## src/rtl/alut_pkg.sv

```systemverilog
package alut_pkg;

  localparam logic [7:0] OFS_CTRL  = 8'h00;
  localparam logic [7:0] OFS_TCTL  = 8'h04;
  localparam logic [7:0] OFS_WORD0 = 8'h08;
  localparam logic [7:0] OFS_WORD1 = 8'h0C;
  localparam logic [7:0] OFS_WORD2 = 8'h10;
  localparam logic [7:0] OFS_PORT  = 8'h20;

  localparam int CTRL_EN_BIT   = 31;
  localparam int CTRL_CLR_BIT  = 30;
  localparam int CTRL_VLAN_BIT = 2;
  localparam int TCTL_WR_BIT   = 31;

  localparam int TYPE_LO   = 60;
  localparam int MCAST_BIT = 40;
  localparam int PFIELD_LO = 66;

  typedef enum logic [1:0] {
    PS_OFF   = 2'd0,
    PS_BLOCK = 2'd1,
    PS_LEARN = 2'd2,
    PS_FWD   = 2'd3
  } port_state_e;

  function automatic logic [7:0] port_ofs(input int p);
    return OFS_PORT + 8'(4 * p);
  endfunction

endpackage

```

## src/rtl/alut_store.sv

```systemverilog
module alut_store
  import alut_pkg::*;
#(
  parameter int NUM_ENTRIES = 16,
  parameter int NUM_PORTS   = 3,
  parameter int ENTRY_W     = 69
) (
  input  logic                                  clk,
  input  logic                                  rst_n,
  input  logic                                  reg_wr,
  input  logic [7:0]                            reg_addr,
  input  logic [31:0]                           reg_wdata,
  output logic [31:0]                           reg_rdata,
  output logic [NUM_ENTRIES-1:0][ENTRY_W-1:0]   entries,
  output logic                                  tbl_en,
  output logic [NUM_PORTS-1:0][1:0]             port_st,
  output logic                                  clear_evt,
  output logic [NUM_ENTRIES-1:0]                occupied
);
  localparam int IDX_W = (NUM_ENTRIES > 1) ? $clog2(NUM_ENTRIES) : 1;
  localparam int HI_W  = ENTRY_W - 64;

  logic [NUM_ENTRIES-1:0][ENTRY_W-1:0] tbl_q;
  logic [HI_W-1:0]  dw0_q;
  logic [31:0]      dw1_q, dw2_q;
  logic [IDX_W-1:0] sel_q;
  logic             en_q, vlan_q;

  logic wr_ctrl, wr_tctl, commit, fetch, sel_ok;
  logic [IDX_W-1:0] tsel;

  assign wr_ctrl   = reg_wr && (reg_addr == OFS_CTRL);
  assign wr_tctl   = reg_wr && (reg_addr == OFS_TCTL);
  assign tsel      = reg_wdata[IDX_W-1:0];
  assign sel_ok    = int'(tsel) < NUM_ENTRIES;
  assign clear_evt = wr_ctrl && reg_wdata[CTRL_CLR_BIT];
  assign commit    = wr_tctl && reg_wdata[TCTL_WR_BIT] && sel_ok;
  assign fetch     = wr_tctl && !reg_wdata[TCTL_WR_BIT] && sel_ok;

  always_ff @(posedge clk or negedge rst_n) begin
    if (!rst_n) begin
      tbl_q  <= '0;
      dw0_q  <= '0;
      dw1_q  <= '0;
      dw2_q  <= '0;
      sel_q  <= '0;
      en_q   <= 1'b0;
      vlan_q <= 1'b0;
    end else begin
      if (wr_ctrl) begin
        en_q   <= reg_wdata[CTRL_EN_BIT];
        vlan_q <= reg_wdata[CTRL_VLAN_BIT];
      end
      if (clear_evt) tbl_q <= '0;
      else if (commit) tbl_q[tsel] <= {dw0_q, dw1_q, dw2_q};
      if (wr_tctl) sel_q <= tsel;
      if (fetch) {dw0_q, dw1_q, dw2_q} <= tbl_q[tsel];
      else if (reg_wr && reg_addr == OFS_WORD0) dw0_q <= reg_wdata[HI_W-1:0];
      else if (reg_wr && reg_addr == OFS_WORD1) dw1_q <= reg_wdata;
      else if (reg_wr && reg_addr == OFS_WORD2) dw2_q <= reg_wdata;
    end
  end

  for (genvar p = 0; p < NUM_PORTS; p++) begin : g_port
    logic [1:0] st_q;
    always_ff @(posedge clk or negedge rst_n) begin
      if (!rst_n) st_q <= PS_OFF;
      else if (reg_wr && reg_addr == port_ofs(p)) st_q <= reg_wdata[1:0];
    end
    assign port_st[p] = st_q;
  end

  for (genvar i = 0; i < NUM_ENTRIES; i++) begin : g_occ
    assign occupied[i] = tbl_q[i][TYPE_LO+1:TYPE_LO] != 2'd0;
  end

  always_comb begin
    reg_rdata = '0;
    case (reg_addr)
      OFS_CTRL: begin
        reg_rdata[CTRL_EN_BIT]   = en_q;
        reg_rdata[CTRL_VLAN_BIT] = vlan_q;
      end
      OFS_TCTL:  reg_rdata[IDX_W-1:0] = sel_q;
      OFS_WORD0: reg_rdata[HI_W-1:0]  = dw0_q;
      OFS_WORD1: reg_rdata = dw1_q;
      OFS_WORD2: reg_rdata = dw2_q;
      default: begin
        for (int p = 0; p < NUM_PORTS; p++)
          if (reg_addr == port_ofs(p)) reg_rdata[1:0] = port_st[p];
      end
    endcase
  end

  assign entries = tbl_q;
  assign tbl_en  = en_q;

endmodule

```

## src/rtl/alut_match.sv

```systemverilog
module alut_match
  import alut_pkg::*;
#(
  parameter int NUM_ENTRIES = 16,
  parameter int ENTRY_W     = 69
) (
  input  logic [NUM_ENTRIES-1:0][ENTRY_W-1:0] entries,
  input  logic                                tbl_en,
  input  logic [47:0]                         mac,
  output logic                                hit,
  output logic [ENTRY_W-1:0]                  hit_entry
);
  function automatic logic addr_hit(input logic [ENTRY_W-1:0] e, input logic [47:0] a);
    return e[TYPE_LO] && (e[47:0] == a);
  endfunction

  always_comb begin
    hit       = 1'b0;
    hit_entry = '0;
    for (int i = NUM_ENTRIES - 1; i >= 0; i--) begin
      if (tbl_en && addr_hit(entries[i], mac)) begin
        hit       = 1'b1;
        hit_entry = entries[i];
      end
    end
  end

endmodule

```

## src/rtl/alut_resolve.sv

```systemverilog
module alut_resolve
  import alut_pkg::*;
#(
  parameter int NUM_PORTS = 3,
  parameter int ENTRY_W   = 69,
  parameter int PORT_W    = 2
) (
  input  logic                       clk,
  input  logic                       rst_n,
  input  logic                       lk_valid,
  input  logic [PORT_W-1:0]          lk_port,
  input  logic                       hit,
  input  logic [ENTRY_W-1:0]         hit_entry,
  input  logic [NUM_PORTS-1:0][1:0]  port_st,
  output logic                       rsp_valid,
  output logic                       rsp_hit,
  output logic                       rsp_drop,
  output logic [NUM_PORTS-1:0]       rsp_mask,
  output logic [NUM_PORTS-1:0]       fwd_ports
);
  function automatic logic [NUM_PORTS-1:0] dest_of(input logic [ENTRY_W-1:0] e);
    logic [NUM_PORTS-1:0] m;
    m = '0;
    if (e[MCAST_BIT]) m = e[PFIELD_LO +: NUM_PORTS];
    else
      for (int p = 0; p < NUM_PORTS; p++)
        m[p] = (e[PFIELD_LO+1:PFIELD_LO] == 2'(p));
    return m;
  endfunction

  logic [NUM_PORTS-1:0] ingress_1h, flood, dest, next_mask;
  logic                 ingress_fwd;
  logic                 unused_entry_bits;

  assign unused_entry_bits = ^hit_entry;

  always_comb begin
    ingress_fwd = 1'b0;
    ingress_1h  = '0;
    for (int p = 0; p < NUM_PORTS; p++) begin
      fwd_ports[p] = (port_st[p] == PS_FWD);
      if (lk_port == PORT_W'(p)) begin
        ingress_1h[p] = 1'b1;
        ingress_fwd   = (port_st[p] == PS_FWD);
      end
    end
    flood     = fwd_ports & ~ingress_1h;
    dest      = dest_of(hit_entry) & fwd_ports;
    next_mask = !ingress_fwd ? '0 : (hit ? dest : flood);
  end

  always_ff @(posedge clk or negedge rst_n) begin
    if (!rst_n) begin
      rsp_valid <= 1'b0;
      rsp_hit   <= 1'b0;
      rsp_drop  <= 1'b0;
      rsp_mask  <= '0;
    end else begin
      rsp_valid <= lk_valid;
      rsp_hit   <= lk_valid && hit;
      rsp_drop  <= lk_valid && !ingress_fwd;
      rsp_mask  <= lk_valid ? next_mask : '0;
    end
  end

endmodule

```

## src/rtl/addr_lookup_table.sv

```systemverilog
module addr_lookup_table
  import alut_pkg::*;
#(
  parameter int NUM_ENTRIES = 16,
  parameter int NUM_PORTS   = 3,
  parameter int PORT_W      = (NUM_PORTS > 1) ? $clog2(NUM_PORTS) : 1
) (
  input  logic                 clk,
  input  logic                 rst_n,
  input  logic                 reg_wr,
  input  logic [7:0]           reg_addr,
  input  logic [31:0]          reg_wdata,
  output logic [31:0]          reg_rdata,
  input  logic                 lk_valid,
  input  logic [47:0]          lk_mac,
  input  logic [PORT_W-1:0]    lk_port,
  output logic                 rsp_valid,
  output logic                 rsp_hit,
  output logic                 rsp_drop,
  output logic [NUM_PORTS-1:0] rsp_mask
);
  localparam int ENTRY_W = (PFIELD_LO + NUM_PORTS > 68) ? PFIELD_LO + NUM_PORTS : 68;

  logic [NUM_ENTRIES-1:0][ENTRY_W-1:0] entries;
  logic [NUM_PORTS-1:0][1:0]           port_st;
  logic [NUM_PORTS-1:0]                fwd_ports;
  logic [NUM_ENTRIES-1:0]              occupied;
  logic [ENTRY_W-1:0]                  hit_entry;
  logic                                tbl_en, clear_evt, hit;

  alut_store #(.NUM_ENTRIES(NUM_ENTRIES), .NUM_PORTS(NUM_PORTS), .ENTRY_W(ENTRY_W)) u_store (
    .clk(clk), .rst_n(rst_n), .reg_wr(reg_wr), .reg_addr(reg_addr),
    .reg_wdata(reg_wdata), .reg_rdata(reg_rdata), .entries(entries),
    .tbl_en(tbl_en), .port_st(port_st), .clear_evt(clear_evt), .occupied(occupied)
  );

  alut_match #(.NUM_ENTRIES(NUM_ENTRIES), .ENTRY_W(ENTRY_W)) u_match (
    .entries(entries), .tbl_en(tbl_en), .mac(lk_mac), .hit(hit), .hit_entry(hit_entry)
  );

  alut_resolve #(.NUM_PORTS(NUM_PORTS), .ENTRY_W(ENTRY_W), .PORT_W(PORT_W)) u_resolve (
    .clk(clk), .rst_n(rst_n), .lk_valid(lk_valid), .lk_port(lk_port),
    .hit(hit), .hit_entry(hit_entry), .port_st(port_st),
    .rsp_valid(rsp_valid), .rsp_hit(rsp_hit), .rsp_drop(rsp_drop),
    .rsp_mask(rsp_mask), .fwd_ports(fwd_ports)
  );

endmodule

```

## config.mk

```make
export PLATFORM = sky130hd
export DESIGN_NAME = addr_lookup_table
export DESIGN_NICKNAME = d
export VERILOG_FILES = /design/src/rtl/alut_pkg.sv /design/src/rtl/alut_store.sv /design/src/rtl/alut_match.sv /design/src/rtl/alut_resolve.sv /design/src/rtl/addr_lookup_table.sv
export SDC_FILE = /design/constraint.sdc
export NUM_CORES = 2
export LEC_CHECK = 0
export CAP_MARGIN = 10
export CORE_MARGIN = 5
export CORE_UTILIZATION = 50
export CTS_BUF_LIST = sky130_fd_sc_hd__clkbuf_2 sky130_fd_sc_hd__clkbuf_4 sky130_fd_sc_hd__clkbuf_8
export DETAILED_ROUTE_END_ITERATION = 10
export PLACE_DENSITY = 0.66
export SLEW_MARGIN = 0
export SYNTH_ARGS = -nofsm -noshare
export SYNTH_HDL_FRONTEND = slang
export SYNTH_SLANG_ARGS = --single-unit
```

## constraint.sdc

```tcl
create_clock -name clk -period 5.4 [get_ports clk]
set_clock_uncertainty 0.1 [all_clocks]
set_input_delay 1.08 -clock clk [delete_from_list [all_inputs] [get_ports clk]]
set_output_delay 1.08 -clock clk [all_outputs]
set_load 0.01 [all_outputs]
```

Word-level counts from Yosys, hierarchy flattened
Cells that the tools add are included.

Bits in registers: 1191. Bits of input ports: 94. Output and inout port bits: 38.

$lt $le $gt $ge: 2. Eq/ne operators: 32. Mux-type cells: 67. Bitwise operators: 3. Reductions and logical operators: 57.

Operator list (number): 1104-bit two-way mux (2); 69-bit two-way mux (18); 1104-bit bitwise mux (1); 48-bit == test (16); 69-bit binary-select mux with 4-bit select (1); 69-bit demux with 4-bit select (1); 32-bit two-way mux (7); 26-bit case mux with 2 select lines (1); 1-bit logical AND (46); 8-bit by 6-bit == test with 1-bit output, second input constant (3); 1-bit two-way mux (22); 8-bit by 4-bit == test with 1-bit output, second input constant (2); 3-bit two-way mux (4); 2-bit == test, second input constant (5); 5-bit two-way mux (2); 2-bit case mux with 5 select lines (1); 8-bit by 3-bit == test with 1-bit output, second input constant (1); 8-bit by 5-bit == test with 1-bit output, second input constant (1); 8-bit zero test (1); 2-bit nonzero test (4); 3-bit bitwise AND (2); 2-bit two-way mux (3); 1-bit case mux with 3 select lines (2); 4-bit by 5-bit < comparator with 1-bit output, second input constant (1); 10 further kinds (14).

Logic depth before layout (Yosys ltp)
Depth after elaboration: 25. Gate-level depth with buffers: 15. Mapped depth without buffers: 11.

Cells and area by module
A second synthesis with hierarchy kept.

Cells, all modules: 9104. Area total of the unflattened synthesis: 77755.8 um2.

Modules (own cells, without submodules): alut_store (times used 1, cells each 5970, area an instance 57395.0 um2, seq. area each 29653.4 um2); alut_match (times used 1, cells each 3104, area an instance 20045.5 um2, seq. area each 0.0 um2); alut_resolve (times used 1, cells each 30, area an instance 315.3 um2, seq. area each 150.1 um2).

Worst setup path after synthesis
Ideal clock, no wire load.

Kind: input to register. Start: input port lk_mac[47]. End: register u_resolve.rsp_mask[1]. Library setup time: 104 ps. Arrival: 3943 ps. Required time: 5196 ps. Slack: 1253 ps. Cell stages on the path: 13. Buffers on the path: 2. Cells stage by stage: buf_2 -> buf_4 -> xnor2_1 -> nand4_1 -> nor4_1 -> nand4_1 -> nor4_2 -> mux2_2 -> o311a_1 -> o32a_1 -> a211oi_2 -> a22oi_1 -> o41ai_2.

Cells in the longest elaborated chain, start to end: 25.

RTL lines: from (decl) (RTL line addr_lookup_table.sv:15) `input logic [47:0] lk_mac,`; 48-bit == test (RTL line alut_match.sv:14) `return e[TYPE_LO] && (e[47:0] == a);`; 1-bit logical AND (RTL line alut_match.sv:14); 1-bit logical AND (RTL line alut_match.sv:21) `if (tbl_en && addr_hit(entries[i], mac)) begin`; 69-bit two-way mux (16 in a row) (RTL line alut_match.sv:21); 2-bit by 1-bit == test with 1-bit output (RTL line alut_resolve.sv:27) `m[p] = (e[PFIELD_LO+1:PFIELD_LO] == 2'(p));`; 3-bit two-way mux (RTL line alut_resolve.sv:24) `if (e[MCAST_BIT]) m = e[PFIELD_LO +: NUM_PORTS];`; 3-bit bitwise AND (RTL line alut_resolve.sv:48) `dest = dest_of(hit_entry) & fwd_ports;`; 3-bit two-way mux * (2 in a row) (RTL line alut_resolve.sv:49) `next_mask = !ingress_fwd ? '0 : (hit ? dest : flood);`; 3-bit two-way mux * (RTL line alut_resolve.sv:62) `rsp_mask <= lk_valid ? next_mask : '0;`; to (signal assigned) (RTL line alut_resolve.sv:62); to (decl) (RTL line alut_resolve.sv:18) `output logic [NUM_PORTS-1:0] rsp_mask,`.

Every way passes the cells marked *; elsewhere a longest branch is shown, timed or not. A chain may end at the register's enable or synchronous reset.

Worst setup path after layout
Start: input port lk_mac[35]. End: register u_resolve.rsp_mask[0].

Cells in the longest elaborated chain, start to end: 25.

RTL lines (RTL line): 48-bit == test (alut_match.sv:14); 1-bit logical AND (alut_match.sv:14); 1-bit logical AND (alut_match.sv:21); 69-bit two-way mux (16 in a row) (alut_match.sv:21); 2-bit zero test (alut_resolve.sv:27); 3-bit two-way mux (alut_resolve.sv:24); 3-bit bitwise AND (alut_resolve.sv:48); 3-bit two-way mux * (2 in a row) (alut_resolve.sv:49); 3-bit two-way mux * (alut_resolve.sv:62).

Marks and branches as above.

==> results.cfg <==
[synthesis]
synth_warnings = 0
synth_area_um2 = 66300
syn_nets = 7254
synthAdderAreaFrac_pct = 0
ys_ff_latch = 1191
post-synth-top-count-cell = nand2_1
ys_async_sr_fraction_pct = 100
synth_top_family_by_area = simple AND/OR/NAND/NOR gates
synthMuxAreaShare_pct = 13.0
ys_top_cells_by_count = 2337 x nand2_1, 1191 x dfrtp_1, 1135 x a21oi_1, 569 x clkbuf_1, 474 x xor2_1
syn_area_per_cell_um2 = 9.26
synth_top_area_share_pct = 44.9
syn-instance-count = 7160
synth_xor_area_share_pct = 9.46
yosys.area_share.simple_pct = 16.8
synth-edff-count = 0
synth_compound_area_share_pct = 10.8
yosys.area.top_type = dfrtp_1
yosys-top-cells-area = dfrtp_1 45%, nand2_1 13%, mux4_2 12%
synthDistinctLibCells = 78
synth-seq-area-share_pct = 44.9
synth_ff_type = dfrtp_1

[setup_path]
cpMaxStageDelayCell = xnor2_1
crit_chain = clkdlybuf4s50_1 -> buf_12 -> xnor2_1 -> nand4_1 -> nor4_1 -> buf_4 -> nor4bb_1 -> buf_4 -> o221a_1 -> o31ai_1 -> o311a_1 -> o32a_1 -> a211oi_2 -> mux2i_1 -> a2111oi_2
worstReg2RegStart = u_store.entries[863]
r2r_end = u_resolve.rsp_mask[0]
endpoint_kind = flip-flop
r2r_slack_ns = 0.46
startpoint = lk_mac[35]
cp_data_arrival_time_ns = 5.97
worstSetupPathType = in2reg
r2r_cells = 13
slowest_delay_ns = 0.70
crit_required_ns = 6.16
crit_buf_inv = 4
cpLargestDelayFamily = compound AO/OA/AOI/OAI gates
crit_end = u_resolve.rsp_mask[0]
cp_max_fo = 11
worst_path_most_repeated_cell = buf_4
worst_setup_path_start_kind = primary input
path_depth = 15

[clock_network]
postCtsHoldBufs = 1
cts_buffers = 204
cts.sinks = 1191
cts_setup_buffers = 0
cts_tree = yes
clk_latency_ns = 0.99
cts.reportedPaths.clkPinSlew_ns = 0.07
htree_levels = 4
clk_path_buf_depth = 3
clockRootBuffer = clkbuf_8
cts.repair.resized = 0

[final_layout]
final_layout_size_suffix_gt1_share_pct = 18.1
syn2layout_area_growth_pct = 16.6
fin_nets = 7427
design_area_um2 = 77300
nFillCells = 11300

[power_and_ir_drop]
powerDensity_nw_per_um2 = 264
switchingPower_uw = 5660
p_int_uw = 14700
clkPwrFrac_pct = 46.8
ir_drop_uv = 266
swShare_pct = 27.8
leakage_uw = 0.0338
p_seq_share_pct = 44.8
pwr-share-comb_pct = 8.4

[route]
drc_errors = 0
dr.pass1.iters = 9
routed_wl_um = 366000
wl_per_cell_um = 39.4
vias_per_cell = 6.85
drtAntennaViolNets = 0
drtIter0Drc = 12500
dr_total_vias = 63500

[global_routing]
gr-total-overflow = 0
grt_pass1_vias = 59000
antenna_found_initial = 47
grt_pass1_wl_um = 498000
grtUsageTotal_pct = 51.1
grt_max_degree = 141

[floorplan]
num_io_pins = 132
die_area_um2 = 140000
die_w_um = 374
initial_core_util_pct = 50.4
core-area_um2 = 132000
die_h_um = 374
rows = 133

[sta]
fmax_mhz = 192
hold_viol_final = 0
final.min_clock_period_ns = 5.21
drv_slew = 3
setup_viol = 0
tns_ns = 0
final.period_utilization_pct = 96.6
worstMarginPinSlew_ns = 1.53
rsz0062_at_grt = false
max-slew-margin-rel_pct = -2.55

[place]
io_buffers = 131
place.gp.congestion = 1.17
hpwl_um = 259000
post_dp_cell_area_um2 = 72500

[status]
violations = capacitance limit, slew limit
status = finished with violations

[min_path]
min_path_type = reg2reg

[job]
maxCapViolCount = 1
[per-layer routing]
| layer | routed length (um) | up-vias | share of wire (%) | global-route usage (%) |
|---|---|---|---|---|
| met3 | 61200 | 1529 | 17 | 23.8 |
| met5 | 195 | - | 0.053 | 0 |
| li1 | - | 24600 | - | - |
| met4 | 32800 | 32 | 9.0 | 32.5 |
| met1 | 128000 | 31500 | 35 | 66.4 |
| met2 | 143000 | 5898 | 39 | 68.7 |
[kinds of logic (layout without fill, tap and decap cells)]
| kind of cell | Yosys count | in the layout |
|---|---|---|
| xor+xnor | 714 | 714 |
| simple gates | 2721 | 2721 |
| compound gates | 1342 | 1342 |
| buf+inv | 763 | 1104 |
| mux | 429 | 429 |
| flops | 1191 | 1191 |
| other cells | 0 | 20 |
[per-stage QoR]
step	hold slack [ns]	util, %	total power (uW)	setup WS [ns]	instances
after floorplan	0.380	-	9880	1.25	7160
after global placement	0.392	55.1	10900	-0.654	8880
after detailed placement	0.399	55.1	10900	-0.516	8880
after CTS	0.413	58.7	20300	0.294	9255
after global routing	0.425	58.7	20800	0.190	9258
final	0.413	58.7	20400	0.185	9276
[layout make-up]
class | instances | area, um^2 | area share (%)
multi-input combinational | 5206 | 33500 | 43.3
clock buffer | 325 | 4100 | 5.30
clock inverter | 49 | 654 | 0.846
tap | 1755 | 2200 | 2.84
inverter | 55 | 206 | 0.267
antenna | 20 | 50.0 | 0.0647
sequential | 1191 | 29800 | 38.5
timing repair buffer | 675 | 6820 | 8.81
[power groups by stage]
stage	sequential (uW)	combinational, uW	clock, uW
3_5_place_dp	9280	1630	0
5_1_grt	9120	1730	9920
6_report	9130	1720	9540
3_3_place_gp	9280	1640	0
4_1_cts	9120	1640	9510
2_1_floorplan	9130	746	0
[placed cells by master, fill, tap and decap left out, types with 113 or more instances in the layout]
| master | count |
|---|---|
| a21oi_1 | 1135 |
| buf_12 | 113 |
| buf_4 | 431 |
| clkbuf_8 | 265 |
| clkdlybuf4s50_1 | 126 |
| dfrtp_1 | 1191 |
| mux4_2 | 344 |
| nand2_1 | 2323 |
| nor4_1 | 118 |
| xnor2_1 | 237 |
| xor2_1 | 474 |
[flip-flops by register name, summed over array words and instances, names as in the netlist]
name,cells
u_store.g_port.st_q,6
u_store.tbl_en,1
u_store.dw1_q,32
u_resolve.rsp_drop,1
u_store.vlan_q,1
u_resolve.rsp_valid,1
u_store.sel_q,4
u_store.dw2_q,32
u_store.entries,1104
u_resolve.rsp_hit,1
u_resolve.rsp_mask,3
u_store.dw0_q,5
[how the worst min path moves through the flow]
stage / start / end / slack [ns] / depth (start not counted)
global route: u_store.sel_q[0] / u_store.sel_q[0] / 0.43 / 1
CTS: u_store.sel_q[3] / u_store.sel_q[3] / 0.41 / 1
global placement: u_store.sel_q[3] / u_store.sel_q[3] / 0.39 / 1
detailed placement: u_store.sel_q[3] / u_store.sel_q[3] / 0.40 / 1
floorplan: u_store.sel_q[1] / u_store.sel_q[1] / 0.38 / 1
finish: u_store.vlan_q / u_store.vlan_q / 0.41 / 1
(Power assumes the default switching activity.)
